<file path="config.mk">
export PLATFORM = sky130hd
export DESIGN_NAME = sar_seq
export DESIGN_NICKNAME = d
export VERILOG_FILES = /design/src/rtl/sar_seq_pkg.sv /design/src/rtl/sar_frame_ctl.sv /design/src/rtl/sar_trial_reg.sv /design/src/rtl/sar_result_reg.sv /design/src/rtl/sar_seq.sv
export SDC_FILE = /design/constraint.sdc
export NUM_CORES = 1
export LEC_CHECK = 0
export BUFFER_PORTS_ARGS = -buffer_cell sky130_fd_sc_hd__buf_2
export CAP_MARGIN = 30
export CORE_AREA = 8 8 81 83
export DETAILED_ROUTE_END_ITERATION = 12
export DIE_AREA = 0 0 89 91
export SLEW_MARGIN = 20
export SYNTH_ARGS = -nofsm -noshare
export SYNTH_HDL_FRONTEND = slang
export SYNTH_HIERARCHICAL = 1
export SYNTH_SLANG_ARGS = --single-unit
</file>
<file path="constraint.sdc">
create_clock -name clk -period 1.65 [get_ports clk]
set_clock_uncertainty 0.05 [all_clocks]
set_input_delay 0.165 -clock clk [delete_from_list [all_inputs] [get_ports clk]]
set_output_delay 0.165 -clock clk [all_outputs]
set_load 0.005 [all_outputs]
</file>
<file path="src/rtl/sar_seq_pkg.sv">
package sar_seq_pkg;

  typedef enum logic [1:0] {
    PH_IDLE    = 2'd0,
    PH_SEARCH  = 2'd1,
    PH_PUBLISH = 2'd2
  } phase_t;

endpackage

</file>
<file path="src/rtl/sar_frame_ctl.sv">
module sar_frame_ctl
  import sar_seq_pkg::*;
(
  input  logic   clk,
  input  logic   rst,
  input  logic   conv_start,
  input  logic   last_bit,
  output phase_t phase,
  output logic   load_mid,
  output logic   step,
  output logic   publish
);

  phase_t phase_nxt;

  // strobe accepted only while idle; later strobes fall through
  assign load_mid = (phase == PH_IDLE) && conv_start;
  assign step     = (phase == PH_SEARCH);
  assign publish  = (phase == PH_SEARCH) && last_bit;

  always_comb begin
    phase_nxt = phase;
    unique case (phase)
      PH_IDLE:    if (conv_start) phase_nxt = PH_SEARCH;
      PH_SEARCH:  if (last_bit)   phase_nxt = PH_PUBLISH;
      PH_PUBLISH: phase_nxt = PH_IDLE;
      default:    phase_nxt = PH_IDLE;
    endcase
  end

  always_ff @(posedge clk) begin
    if (rst) phase <= PH_IDLE;
    else     phase <= phase_nxt;
  end

endmodule

</file>
<file path="src/rtl/sar_trial_reg.sv">
module sar_trial_reg #(
  parameter int N = 12
) (
  input  logic         clk,
  input  logic         rst,
  input  logic         load_mid,
  input  logic         step,
  input  logic         clear,
  input  logic         cmp_ge,
  output logic [N-1:0] trial,
  output logic [N-1:0] decided,
  output logic         last_bit
);

  localparam logic [N-1:0] MID = {1'b1, {(N-1){1'b0}}};

  logic [N-1:0] mask;
  logic [N-1:0] trial_nxt;

  assign last_bit = mask[0];

  // per-bit slice: resolve the bit under test, arm the one below it
  for (genvar i = 0; i < N; i++) begin : g_bit
    assign decided[i] = mask[i] ? cmp_ge : trial[i];
    if (i == N-1) begin : g_top
      assign trial_nxt[i] = decided[i];
    end else begin : g_low
      assign trial_nxt[i] = decided[i] | mask[i+1];
    end
  end

  always_ff @(posedge clk) begin
    if (rst) begin
      trial <= '0;
      mask  <= '0;
    end else if (load_mid) begin
      trial <= MID;
      mask  <= MID;
    end else if (clear) begin
      trial <= '0;
      mask  <= '0;
    end else if (step) begin
      trial <= trial_nxt;
      mask  <= mask >> 1;
    end
  end

endmodule

</file>
<file path="src/rtl/sar_result_reg.sv">
module sar_result_reg #(
  parameter int N = 12
) (
  input  logic         clk,
  input  logic         rst,
  input  logic         publish,
  input  logic [N-1:0] code_in,
  output logic [N-1:0] result,
  output logic         eoc
);

  always_ff @(posedge clk) begin
    if (rst) begin
      result <= '0;
      eoc    <= 1'b0;
    end else begin
      eoc <= publish;
      if (publish) result <= code_in;
    end
  end

endmodule

</file>
<file path="src/rtl/sar_seq.sv">
module sar_seq
  import sar_seq_pkg::*;
#(
  parameter int N = 12
) (
  input  logic         clk,
  input  logic         rst,
  input  logic         conv_start,
  input  logic         cmp_ge,
  output logic [N-1:0] dac_code,
  output logic         eoc,
  output logic [N-1:0] result
);

  phase_t       phase;
  logic         load_mid;
  logic         step;
  logic         publish;
  logic         last_bit;
  logic [N-1:0] decided;
  logic         idle;
  logic         searching;

  assign idle      = (phase == PH_IDLE);
  assign searching = (phase == PH_SEARCH);

  sar_frame_ctl u_ctl (
    .clk        (clk),
    .rst        (rst),
    .conv_start (conv_start),
    .last_bit   (last_bit),
    .phase      (phase),
    .load_mid   (load_mid),
    .step       (step),
    .publish    (publish)
  );

  sar_trial_reg #(.N(N)) u_trial (
    .clk      (clk),
    .rst      (rst),
    .load_mid (load_mid),
    .step     (step),
    .clear    (publish),
    .cmp_ge   (cmp_ge),
    .trial    (dac_code),
    .decided  (decided),
    .last_bit (last_bit)
  );

  sar_result_reg #(.N(N)) u_res (
    .clk     (clk),
    .rst     (rst),
    .publish (publish),
    .code_in (decided),
    .result  (result),
    .eoc     (eoc)
  );

endmodule

</file>
==> results of run 1 <==
## cells in the mapped netlist, drive strengths merged
library cell	count
nor2b	2
nor4b	1
inv	2
nor2	24
nor3b	2
mux2	12
a211oi	1
and3b	1
dfxtp	39
o21a	1
nor3	1
or3	1
mux2i	23
o311a	11
or2	11
and2b	1
buf	11
a221o	1
nand2b	2
## worst reg2reg max path, delay by kind of cell (launching register included)
family	cells	cell delay, ns
AOI/OAI and AO/OA	1	0.41
buffers and inverters	1	0.24
and+or+nand+nor	1	0.34
DFF	1	0.33
## logic make-up after synthesis
group,count (synthesis),share of synthesized area [%]
AO/OA/AOI/OAI,14,8.12
AND/OR/NAND/NOR,46,15.2
multiplexers,35,24.2
flip-flops,39,46.9
buffers and inverters,13,5.56
## cells in the final DEF (no fill, tap or decap), types with 2 or more instances in the layout
cell type and instances:
sky130_fd_sc_hd__dfxtp_1 39, sky130_fd_sc_hd__buf_2 28, sky130_fd_sc_hd__nor2_1 24, sky130_fd_sc_hd__mux2i_1 23, sky130_fd_sc_hd__o311a_1 11, sky130_fd_sc_hd__mux2_4 10
sky130_fd_sc_hd__or2_2 9, sky130_fd_sc_hd__clkbuf_8 7, sky130_fd_sc_hd__buf_4 6, sky130_fd_sc_hd__mux2_2 2, sky130_fd_sc_hd__inv_1 2, sky130_fd_sc_hd__nor3b_1 2
sky130_fd_sc_hd__or2_1 2
## through the flow
step | instances | total power, mW | instance area [µm²] | hold WS, ns
after floorplan | 147 | 1.15 | 1660 | 0.179
after CTS | 251 | 1.92 | 1970 | 0.0961
after global routing | 251 | 1.99 | 1970 | 0.104
after global placement | 243 | 1.22 | 1870 | 0.397
after detailed placement | 243 | 1.22 | 1870 | 0.405
final | 251 | 1.90 | 1970 | 0.105
## path summary, 6_finish.rpt
check,from,endpoint,slack [ns],cells after the start
setup reg to reg,u_ctl/phase[1]$_SDFFE_PP0P_,u_trial/trial[6]$_SDFFE_PP0P_,0.16,3
setup / recovery,u_ctl/phase[1]$_SDFFE_PP0P_,u_trial/trial[6]$_SDFFE_PP0P_,0.16,3
hold / removal,conv_start,u_ctl/phase[0]$_SDFFE_PP0P_,0.10,3
hold reg to reg,u_ctl/phase[1]$_SDFFE_PP0P_,u_ctl/phase[0]$_SDFFE_PP0P_,0.42,1
## layer usage
layer	global-route usage, %	share of wire [%]	vias to the layer above
met3	4.14	6.6	4
met5	0	0	-
met1	11.1	49	525
li1	-	-	576
met4	4.16	1.3	0
met2	13.5	43	20
## area by class of cell
cell class | count | area, µm²
multi-input combinational | 95 | 791
timing repair buffer | 35 | 205
inverter | 2 | 7.51
tap | 72 | 90.1
sequential | 39 | 781
clock buffer | 8 | 100
fill | 569 | 3360
## sequential cells by signal, summed over array words and instances, names as in the netlist
name and count:
u_res/result 12, u_trial/trial 12, u_trial/mask 12, u_ctl/phase 2
u_res/eoc 1
## power groups by stage
stage          clock network, mW  registers, mW  logic, mW
4_1_cts                    0.727          0.984      0.214
3_5_place_dp                   0           1.01      0.212
6_report                   0.706          0.984      0.210
5_1_grt                    0.768          0.988      0.232
3_3_place_gp                   0           1.01      0.210
2_1_floorplan                  0           1.00      0.149
==> impl_metrics.prom, run 1 <==
# TYPE chip_impl_metric gauge
chip_impl_metric{name="antenna_cells",unit=""} 0
chip_impl_metric{name="core_region_area",unit="mm²"} 0.00534
chip_impl_metric{name="cell_int_power",unit="mW"} 1.46
chip_impl_metric{name="worstMarginPinSlew",unit="ns"} 0.430
chip_impl_metric{name="detailedPlace.worstSlack",unit="ns"} 0.151
chip_impl_metric{name="synthDominantCellAreaShare",unit="%"} 46.9
chip_impl_info{name="path_class",value="flop to flop"} 1
chip_impl_info{name="critical_path.cell_chain",value="and2b_2 -> inv_1 -> o311a_1"} 1
chip_impl_metric{name="finalWeightedCongestion",unit=""} 0.689
chip_impl_metric{name="power-per-cell-area",unit="mW/mm²"} 962
chip_impl_metric{name="drt-vias-per-instance",unit=""} 4.48
chip_impl_metric{name="detailed_place_hpwl",unit="µm"} 2450
chip_impl_metric{name="remaining_antenna_violation_count",unit=""} 0
chip_impl_metric{name="layout-drive-gt1-share",unit="%"} 37.4
chip_impl_info{name="cts_tree",value="built"} 1
chip_impl_metric{name="max-cap-violations",unit=""} 0
chip_impl_metric{name="finalWorstSetupSlack",unit="ns"} 0.164
chip_impl_metric{name="detailroute.via_count",unit=""} 1125
chip_impl_metric{name="wire_per_inst",unit="µm"} 13.9
chip_impl_metric{name="track_usage",unit="%"} 9.17
chip_impl_metric{name="clkTransAtPathRegs",unit="ns"} 0.07
chip_impl_metric{name="syn-cell-area",unit="mm²"} 0.00166
chip_impl_metric{name="report.final.slew_viol_count",unit=""} 0
chip_impl_metric{name="fin_tns_setup",unit="ns"} 0
chip_impl_metric{name="post_synth.cell_area_avg",unit="µm²"} 11.3
chip_impl_metric{name="crit_fanout",unit=""} 11
chip_impl_metric{name="synth_seq_area_share",unit="%"} 46.9
chip_impl_metric{name="worstPathArrival",unit="ns"} 1.61
chip_impl_metric{name="core.rowCount",unit=""} 27
chip_impl_metric{name="cts.path.max_buffers",unit=""} 2
chip_impl_metric{name="timing.final.hold_violations",unit=""} 0
chip_impl_metric{name="synth.net_count",unit=""} 151
chip_impl_metric{name="ctsResizeCount",unit=""} 0
chip_impl_metric{name="finalSetupViolations",unit=""} 0
chip_impl_metric{name="cts_made_buffers",unit=""} 5
chip_impl_metric{name="total_leakage_power",unit="nW"} 0.866
chip_impl_metric{name="synth.yosys.warnings",unit=""} 6
chip_impl_metric{name="detailedRoute.firstPassIterationCount",unit=""} 4
chip_impl_info{name="critPathTopFamily",value="compound AO/OA/AOI/OAI gates"} 1
chip_impl_info{name="synth.area.top_cells",value="sky130_fd_sc_hd__dfxtp_1 (47%), sky130_fd_sc_hd__mux2i_1 (14%), sky130_fd_sc_hd__mux2_4 (9.0%), sky130_fd_sc_hd__o311a_1 (6.6%), sky130_fd_sc_hd__nor2_1 (5.4%)"} 1
chip_impl_metric{name="io_pins",unit=""} 29
chip_impl_metric{name="synth.lib_cells_used.distinct",unit=""} 26
chip_impl_metric{name="slew_headroom",unit="%"} 71.3
chip_impl_metric{name="postCtsHoldBufs",unit=""} 0
chip_impl_metric{name="wl",unit="µm"} 3490
chip_impl_metric{name="first_iter_violations",unit=""} 37
chip_impl_metric{name="start_util",unit="%"} 31.2
chip_impl_metric{name="fin_nets",unit=""} 182
chip_impl_metric{name="post-cts-setup-buffers",unit=""} 0
chip_impl_metric{name="finish.utilization",unit="%"} 37.0
chip_impl_metric{name="power.share.clock",unit="%"} 37.2
chip_impl_metric{name="finalCriticalPeriod",unit="ns"} 1.49
chip_impl_metric{name="io_buffer_count",unit=""} 28
chip_impl_metric{name="min_period_over_period",unit="%"} 90.1
chip_impl_metric{name="synthesis.instances",unit=""} 147
chip_impl_info{name="crit_path_top_delay_cell",value="sky130_fd_sc_hd__o311a_1"} 1
chip_impl_metric{name="die_width",unit="µm"} 89
chip_impl_metric{name="clk_latency",unit="ns"} 0.29
chip_impl_metric{name="global_route_wire_length_before_repair",unit="µm"} 5710
chip_impl_metric{name="p_sw",unit="mW"} 0.440
chip_impl_info{name="run_status",value="completed"} 1
chip_impl_metric{name="critical_path_required",unit="ns"} 1.77
chip_impl_info{name="crit_path_end_kind",value="flop"} 1
chip_impl_info{name="hp-class",value="input port to flop"} 1
chip_impl_metric{name="pwr-share-comb",unit="%"} 11.0
chip_impl_metric{name="pin_count_of_the_biggest_net_entering_global_routing",unit=""} 21
chip_impl_metric{name="netSwitchingFraction",unit="%"} 23.2
chip_impl_metric{name="seqPwrFrac",unit="%"} 51.8
chip_impl_metric{name="irDropWorstVdd",unit="mV"} 0.350
chip_impl_metric{name="max_clock_freq",unit="GHz"} 0.673
chip_impl_info{name="yosysTopAreaCell",value="sky130_fd_sc_hd__dfxtp_1"} 1
chip_impl_metric{name="grt_antenna_before_repair",unit=""} 0
chip_impl_metric{name="die_height",unit="µm"} 91
chip_impl_metric{name="grt-ovfl-total",unit=""} 0
chip_impl_metric{name="number_of_global_route_vias_before_repair",unit=""} 1115
chip_impl_info{name="root_buf_cell",value="sky130_fd_sc_hd__clkbuf_8"} 1
chip_impl_metric{name="cp_num_buf_inv",unit=""} 1
chip_impl_metric{name="ys_seq_elements",unit=""} 39
chip_impl_info{name="rsz0062_at_grt",value="false"} 1
chip_impl_metric{name="cts.sinks",unit=""} 39
chip_impl_metric{name="areaGrowthSynthToFinish",unit="%"} 18.6
chip_impl_metric{name="design.die.area",unit="mm²"} 0.00810
chip_impl_metric{name="h-tree-depth",unit=""} 2
chip_impl_metric{name="drc_violation_count_after_routing",unit=""} 0
chip_impl_metric{name="max_stage_delay",unit="ns"} 0.41
chip_impl_info{name="setup.worst_path.start_class",value="flop"} 1
(Power assumes the default switching activity.)
==> inputs of run 2 (changes only) <==
Settings changed: PLACE_DENSITY set to 0.61.
==> impl_metrics.prom, run 2 (synthesis results as in run 1) <==
# TYPE chip_impl_metric gauge
chip_impl_info{name="run_status",value="completed"} 1
chip_impl_metric{name="design.die.area",unit="mm²"} 0.00810
chip_impl_metric{name="min_period_over_period",unit="%"} 85.2
chip_impl_metric{name="irDropWorstVdd",unit="mV"} 0.264
chip_impl_metric{name="remaining_antenna_violation_count",unit=""} 0
chip_impl_info{name="setup.worst_path.start_class",value="flop"} 1
chip_impl_metric{name="finalWeightedCongestion",unit=""} 0.741
chip_impl_metric{name="cts.sinks",unit=""} 39
chip_impl_metric{name="number_of_global_route_vias_before_repair",unit=""} 1146
chip_impl_metric{name="die_width",unit="µm"} 89
chip_impl_metric{name="max-cap-violations",unit=""} 0
chip_impl_metric{name="track_usage",unit="%"} 8.96
chip_impl_metric{name="grt_antenna_before_repair",unit=""} 0
chip_impl_metric{name="antenna_cells",unit=""} 0
chip_impl_metric{name="ctsResizeCount",unit=""} 0
chip_impl_metric{name="fin_tns_setup",unit="ns"} 0
chip_impl_metric{name="detailed_place_hpwl",unit="µm"} 2390
chip_impl_metric{name="clkTransAtPathRegs",unit="ns"} 0.07
chip_impl_metric{name="timing.final.hold_violations",unit=""} 0
chip_impl_info{name="most-common-layout-cells",value="sky130_fd_sc_hd__dfxtp_1 (39), sky130_fd_sc_hd__buf_2 (28), sky130_fd_sc_hd__nor2_1 (24)"} 1
chip_impl_metric{name="finalCriticalPeriod",unit="ns"} 1.41
chip_impl_metric{name="grt-ovfl-total",unit=""} 0
chip_impl_metric{name="post-cts-setup-buffers",unit=""} 0
chip_impl_metric{name="report.final.slew_viol_count",unit=""} 0
chip_impl_metric{name="pin_count_of_the_biggest_net_entering_global_routing",unit=""} 21
chip_impl_metric{name="finalSetupViolations",unit=""} 0
chip_impl_metric{name="layout-drive-gt1-share",unit="%"} 36.9
chip_impl_metric{name="start_util",unit="%"} 31.2
chip_impl_metric{name="areaGrowthSynthToFinish",unit="%"} 16.2
chip_impl_metric{name="postCtsHoldBufs",unit=""} 0
chip_impl_metric{name="core_region_area",unit="mm²"} 0.00534
chip_impl_metric{name="worstMarginPinSlew",unit="ns"} 0.389
chip_impl_metric{name="io_buffer_count",unit=""} 28
chip_impl_metric{name="cts.path.max_buffers",unit=""} 2
chip_impl_metric{name="fin_nets",unit=""} 180
chip_impl_metric{name="final_area",unit="mm²"} 0.00193
chip_impl_metric{name="wire_per_inst",unit="µm"} 13.7
chip_impl_metric{name="io_pins",unit=""} 29
chip_impl_info{name="hp-class",value="input port to flop"} 1
chip_impl_metric{name="critical_path_required",unit="ns"} 1.83
chip_impl_metric{name="core.rowCount",unit=""} 27
chip_impl_metric{name="die_height",unit="µm"} 91
chip_impl_metric{name="first_iter_violations",unit=""} 33
chip_impl_metric{name="global_route_wire_length_before_repair",unit="µm"} 5620
chip_impl_metric{name="crit_fanout",unit=""} 11
chip_impl_metric{name="total_leakage_power",unit="nW"} 0.847
chip_impl_metric{name="slew_headroom",unit="%"} 74.0
chip_impl_metric{name="drc_violation_count_after_routing",unit=""} 0
chip_impl_metric{name="wl",unit="µm"} 3390
chip_impl_metric{name="detailedRoute.firstPassIterationCount",unit=""} 3
chip_impl_metric{name="detailroute.via_count",unit=""} 1131
chip_impl_metric{name="clk_latency",unit="ns"} 0.29
chip_impl_metric{name="design_power_total",unit="mW"} 1.83
chip_impl_metric{name="worstPathArrival",unit="ns"} 1.58
chip_impl_info{name="crit_path_end_kind",value="flop"} 1
chip_impl_metric{name="drt-vias-per-instance",unit=""} 4.56
chip_impl_metric{name="cts_made_buffers",unit=""} 5
chip_impl_info{name="cts_tree",value="built"} 1
chip_impl_metric{name="h-tree-depth",unit=""} 2
chip_impl_metric{name="postPlaceCellArea",unit="mm²"} 0.00185
chip_impl_info{name="rsz0062_at_grt",value="false"} 1
chip_impl_info{name="layout.cells.most_common",value="sky130_fd_sc_hd__dfxtp_1"} 1
chip_impl_info{name="path_class",value="flop to flop"} 1
chip_impl_metric{name="power-per-cell-area",unit="mW/mm²"} 944
chip_impl_info{name="root_buf_cell",value="sky130_fd_sc_hd__clkbuf_8"} 1
chip_impl_info{name="top_flop_regs",value="u_res/result (12), u_trial/mask (12), u_trial/trial (12)"} 1
chip_impl_metric{name="max_clock_freq",unit="GHz"} 0.711
run 2: path summary, 6_finish.rpt:
path	from	endpoint	slack, ns	cells after the start
min reg2reg	u_ctl/phase[1]$_SDFFE_PP0P_	u_ctl/phase[0]$_SDFFE_PP0P_	0.42	1
max reg2reg	u_ctl/phase[1]$_SDFFE_PP0P_	u_trial/mask[8]$_SDFFE_PP0P_	0.24	3
min	conv_start	u_ctl/phase[0]$_SDFFE_PP0P_	0.11	3
max	u_ctl/phase[1]$_SDFFE_PP0P_	u_trial/mask[8]$_SDFFE_PP0P_	0.24	3
run 2: report_power, final:
group / leakage (nW) / internal, mW / total [mW] / switching [mW]
clock network: 0.0470 / 0.328 / 0.641 / 0.314
logic: 0.484 / 0.105 / 0.199 / 0.0946
registers: 0.316 / 0.966 / 0.985 / 0.0195
run 2: critical path, stage by stage, from the launching register on:
cell	delay [ns]
sky130_fd_sc_hd__dfxtp_1	0.36
sky130_fd_sc_hd__and3b_2	0.25
sky130_fd_sc_hd__or3_1	0.53
sky130_fd_sc_hd__nor2_1	0.15
run 2: through the flow:
stage          cells  utilization [%]  hold WS, ns  worst slack [ns]
3_5_place_dp     241             34.6        0.412             0.237
5_1_grt          248             36.2        0.106             0.134
3_3_place_gp     241             34.6        0.395             0.276
2_1_floorplan    147                -        0.179             0.277
4_1_cts          248             36.2       0.0978             0.230
6_report         248             36.2        0.110             0.244
run 2: area by class of cell:
type	instances	area, µm²
well taps	72	90.1
clock buffers	6	82.6
multi-input cells	95	791
inverters	2	7.51
flip-flops and latches	39	781
repair buffers	33	178
fillers	566	3400
clock inverters	1	5.00
run 2: per-layer routing:
layer	vias to the layer above	part of all wire, %	global-route usage, %
met5	-	0	0
met4	0	2.9	6.66
met3	8	5.7	2.79
met2	18	47	13.9
met1	536	44	10.0
li1	569	-	-
==> inputs of run 3 (changes only) <==
Settings changed: CELL_PAD_IN_SITES_DETAIL_PLACEMENT set to 1, CELL_PAD_IN_SITES_GLOBAL_PLACEMENT set to 1, PLACE_DENSITY 0.61 to 0.71.
==> impl_metrics.prom, run 3 (synthesis results as in run 1) <==
# TYPE chip_impl_metric gauge
chip_impl_info{name="run_status",value="completed"} 1
chip_impl_info{name="cts_tree",value="built"} 1
chip_impl_metric{name="cts.sinks",unit=""} 39
chip_impl_metric{name="drt-vias-per-instance",unit=""} 4.63
chip_impl_metric{name="fin_tns_setup",unit="ns"} 0
chip_impl_metric{name="detailedRoute.firstPassIterationCount",unit=""} 3
chip_impl_metric{name="grt_antenna_before_repair",unit=""} 0
chip_impl_metric{name="report.final.slew_viol_count",unit=""} 0
chip_impl_metric{name="wire_per_inst",unit="µm"} 15.4
chip_impl_metric{name="finalCriticalPeriod",unit="ns"} 1.51
chip_impl_info{name="path_class",value="flop to flop"} 1
chip_impl_metric{name="hold-path-cell-count",unit=""} 3
chip_impl_metric{name="detailedPlace.worstSlack",unit="ns"} 0.0548
chip_impl_metric{name="power.share.clock",unit="%"} 40.9
chip_impl_metric{name="post-cts-setup-buffers",unit=""} 0
chip_impl_metric{name="slew_headroom",unit="%"} 70.2
chip_impl_metric{name="core_region_area",unit="mm²"} 0.00534
chip_impl_metric{name="clkTransAtPathRegs",unit="ns"} 0.07
chip_impl_metric{name="crit_fanout",unit=""} 8
chip_impl_info{name="top_flop_regs",value="u_res/result (12), u_trial/mask (12), u_trial/trial (12)"} 1
chip_impl_metric{name="io_pins",unit=""} 29
chip_impl_metric{name="timing.final.hold_violations",unit=""} 0
chip_impl_metric{name="fin_cells",unit=""} 252
chip_impl_info{name="crit_path_end_kind",value="flop"} 1
chip_impl_metric{name="power-per-cell-area",unit="mW/mm²"} 1010
chip_impl_metric{name="max_clock_freq",unit="GHz"} 0.664
chip_impl_metric{name="regToRegSetupSlack",unit="ns"} 0.14
chip_impl_metric{name="number_of_global_route_vias_before_repair",unit=""} 1203
chip_impl_metric{name="worstMarginPinSlew",unit="ns"} 0.443
chip_impl_info{name="crit-reg2reg-launch",value="u_ctl/phase[1]$_SDFFE_PP0P_"} 1
chip_impl_metric{name="core.rowCount",unit=""} 27
chip_impl_metric{name="fin_nets",unit=""} 183
chip_impl_metric{name="finalWeightedCongestion",unit=""} 0.774
chip_impl_metric{name="postPlaceCellArea",unit="mm²"} 0.00187
chip_impl_metric{name="io_buffer_count",unit=""} 28
chip_impl_info{name="layout.cells.most_common",value="sky130_fd_sc_hd__dfxtp_1"} 1
chip_impl_metric{name="global_route_wire_length_before_repair",unit="µm"} 6380
chip_impl_metric{name="design.die.area",unit="mm²"} 0.00810
chip_impl_metric{name="detailed_place_hpwl",unit="µm"} 2830
chip_impl_metric{name="remaining_antenna_violation_count",unit=""} 0
chip_impl_metric{name="antenna_cells",unit=""} 0
chip_impl_metric{name="critical_path_required",unit="ns"} 1.84
chip_impl_info{name="hp-class",value="input port to flop"} 1
chip_impl_metric{name="worstPathArrival",unit="ns"} 1.69
chip_impl_metric{name="min_period_over_period",unit="%"} 91.3
chip_impl_metric{name="total_leakage_power",unit="nW"} 0.878
chip_impl_metric{name="detailroute.via_count",unit=""} 1167
chip_impl_info{name="rsz0062_at_grt",value="false"} 1
chip_impl_metric{name="seqPwrFrac",unit="%"} 48.8
chip_impl_metric{name="cell_int_power",unit="mW"} 1.56
chip_impl_metric{name="final_area",unit="mm²"} 0.00199
chip_impl_metric{name="areaGrowthSynthToFinish",unit="%"} 19.7
chip_impl_info{name="min_from",value="conv_start"} 1
chip_impl_metric{name="netSwitchingFraction",unit="%"} 22.6
chip_impl_metric{name="cts_made_buffers",unit=""} 5
chip_impl_metric{name="pwr-share-comb",unit="%"} 10.2
chip_impl_info{name="holdPathEnd",value="u_ctl/phase[0]$_SDFFE_PP0P_"} 1
chip_impl_metric{name="start_util",unit="%"} 31.2
chip_impl_metric{name="track_usage",unit="%"} 10.3
chip_impl_metric{name="grt-ovfl-total",unit=""} 0
chip_impl_info{name="root_buf_cell",value="sky130_fd_sc_hd__clkbuf_8"} 1
chip_impl_metric{name="finalSetupViolations",unit=""} 0
chip_impl_metric{name="pin_count_of_the_biggest_net_entering_global_routing",unit=""} 15
chip_impl_metric{name="h-tree-depth",unit=""} 2
chip_impl_metric{name="drc_violation_count_after_routing",unit=""} 0
chip_impl_info{name="most-common-layout-cells",value="sky130_fd_sc_hd__dfxtp_1 (39), sky130_fd_sc_hd__buf_2 (28), sky130_fd_sc_hd__nor2_1 (24)"} 1
chip_impl_metric{name="finalWorstSetupSlack",unit="ns"} 0.144
chip_impl_metric{name="first_iter_violations",unit=""} 40
chip_impl_metric{name="die_height",unit="µm"} 91
chip_impl_info{name="reg2reg_to",value="u_trial/trial[4]$_SDFFE_PP0P_"} 1
chip_impl_metric{name="worst-r2r-cell-count",unit=""} 4
chip_impl_metric{name="p_sw",unit="mW"} 0.457
chip_impl_metric{name="worst_hold_slack",unit="ns"} 0.106
chip_impl_metric{name="wl",unit="µm"} 3870
chip_impl_metric{name="irDropWorstVdd",unit="mV"} 0.444
chip_impl_metric{name="layout-drive-gt1-share",unit="%"} 38.9
chip_impl_metric{name="max-cap-violations",unit=""} 0
chip_impl_metric{name="cts.path.max_buffers",unit=""} 2
chip_impl_metric{name="place.detailed.instances",unit=""} 244
chip_impl_metric{name="die_width",unit="µm"} 89
chip_impl_metric{name="clk_latency",unit="ns"} 0.29
chip_impl_info{name="setup.worst_path.start_class",value="flop"} 1
chip_impl_metric{name="layout.filler_cells",unit=""} 617
==> run 3: changes by cell type in the layout (fill, tap and decap cells not counted) <==
cell | before | now
sky130_fd_sc_hd__or3_4 | 0 | 1
sky130_fd_sc_hd__or3_1 | 1 | 0
sky130_fd_sc_hd__bufinv_16 | 0 | 1
sky130_fd_sc_hd__buf_4 | 5 | 8
==> run 3: timing repair <==
item / in CTS / in global routing
hold buffers: 0 / 0
setup endpoints to repair: 0 / 8
resized for setup: 0 / 1
hold endpoints to repair: 0 / 0
==> run 3: layout make-up <==
| cell class | instances | area (µm²) | share of cell area (%) |
|---|---|---|---|
| multi-input combinational | 95 | 796 | 39.9 |
| sequential | 39 | 781 | 39.2 |
| timing repair buffer | 36 | 200 | 10.1 |
| tap | 72 | 90.1 | 4.52 |
| clock buffer | 6 | 82.6 | 4.15 |
| clock inverter | 2 | 35.0 | 1.76 |
| inverter | 2 | 7.51 | 0.377 |
==> run 3: worst max path at each step <==
stage | startpoint | endpoint | slack, ns
after floorplan | u_ctl/phase[1]$_SDFFE_PP0P_ | u_trial/trial[10]$_SDFFE_PP0P_ | 0.28
after global placement | u_ctl/phase[1]$_SDFFE_PP0P_ | u_trial/mask[4]$_SDFFE_PP0P_ | 0.11
after detailed placement | u_ctl/phase[1]$_SDFFE_PP0P_ | u_trial/mask[10]$_SDFFE_PP0P_ | 0.05
after CTS | u_ctl/phase[1]$_SDFFE_PP0P_ | u_trial/mask[10]$_SDFFE_PP0P_ | 0.05
after global routing | u_ctl/phase[1]$_SDFFE_PP0P_ | u_trial/trial[1]$_SDFFE_PP0P_ | 0.04
final | u_ctl/phase[1]$_SDFFE_PP0P_ | u_trial/trial[4]$_SDFFE_PP0P_ | 0.14
==> run 3: worst max-delay path, cell delays in order (launching register included) <==
cell and delay, ns:
sky130_fd_sc_hd__dfxtp_1 0.36, sky130_fd_sc_hd__and3b_2 0.24, sky130_fd_sc_hd__nor3_1 0.39, sky130_fd_sc_hd__buf_4 0.25, sky130_fd_sc_hd__o311a_1 0.17
==> run 3: layer usage <==
layer / share of wire, % / wire length, µm / GRT usage [%] / vias to the layer above
met5: 0 / 0 / 0 / -
met4: 2.3 / 89 / 5.41 / 0
met3: 3.3 / 126 / 2.88 / 6
met2: 51 / 1990 / 16.6 / 14
met1: 43 / 1670 / 12.0 / 568
li1: - / - / - / 579
==> run 3: stage by stage <==
| step | total power, mW | util (%) |
|---|---|---|
| floorplan | 1.15 | - |
| CTS | 2.04 | 37.2 |
| detailed placement | 1.21 | 35.0 |
| global placement | 1.21 | 35.0 |
| finish | 2.02 | 37.3 |
| global route | 2.11 | 37.3 |
==> run 3: power by group through the flow <==
stage                     sequential (mW)  combinational [mW]  clock (mW)
after detailed placement             1.01               0.206           0
after CTS                           0.987               0.208       0.846
after global routing                0.990               0.223       0.895
after global placement               1.01               0.202           0
final                               0.986               0.207       0.827
after floorplan                      1.00               0.149           0
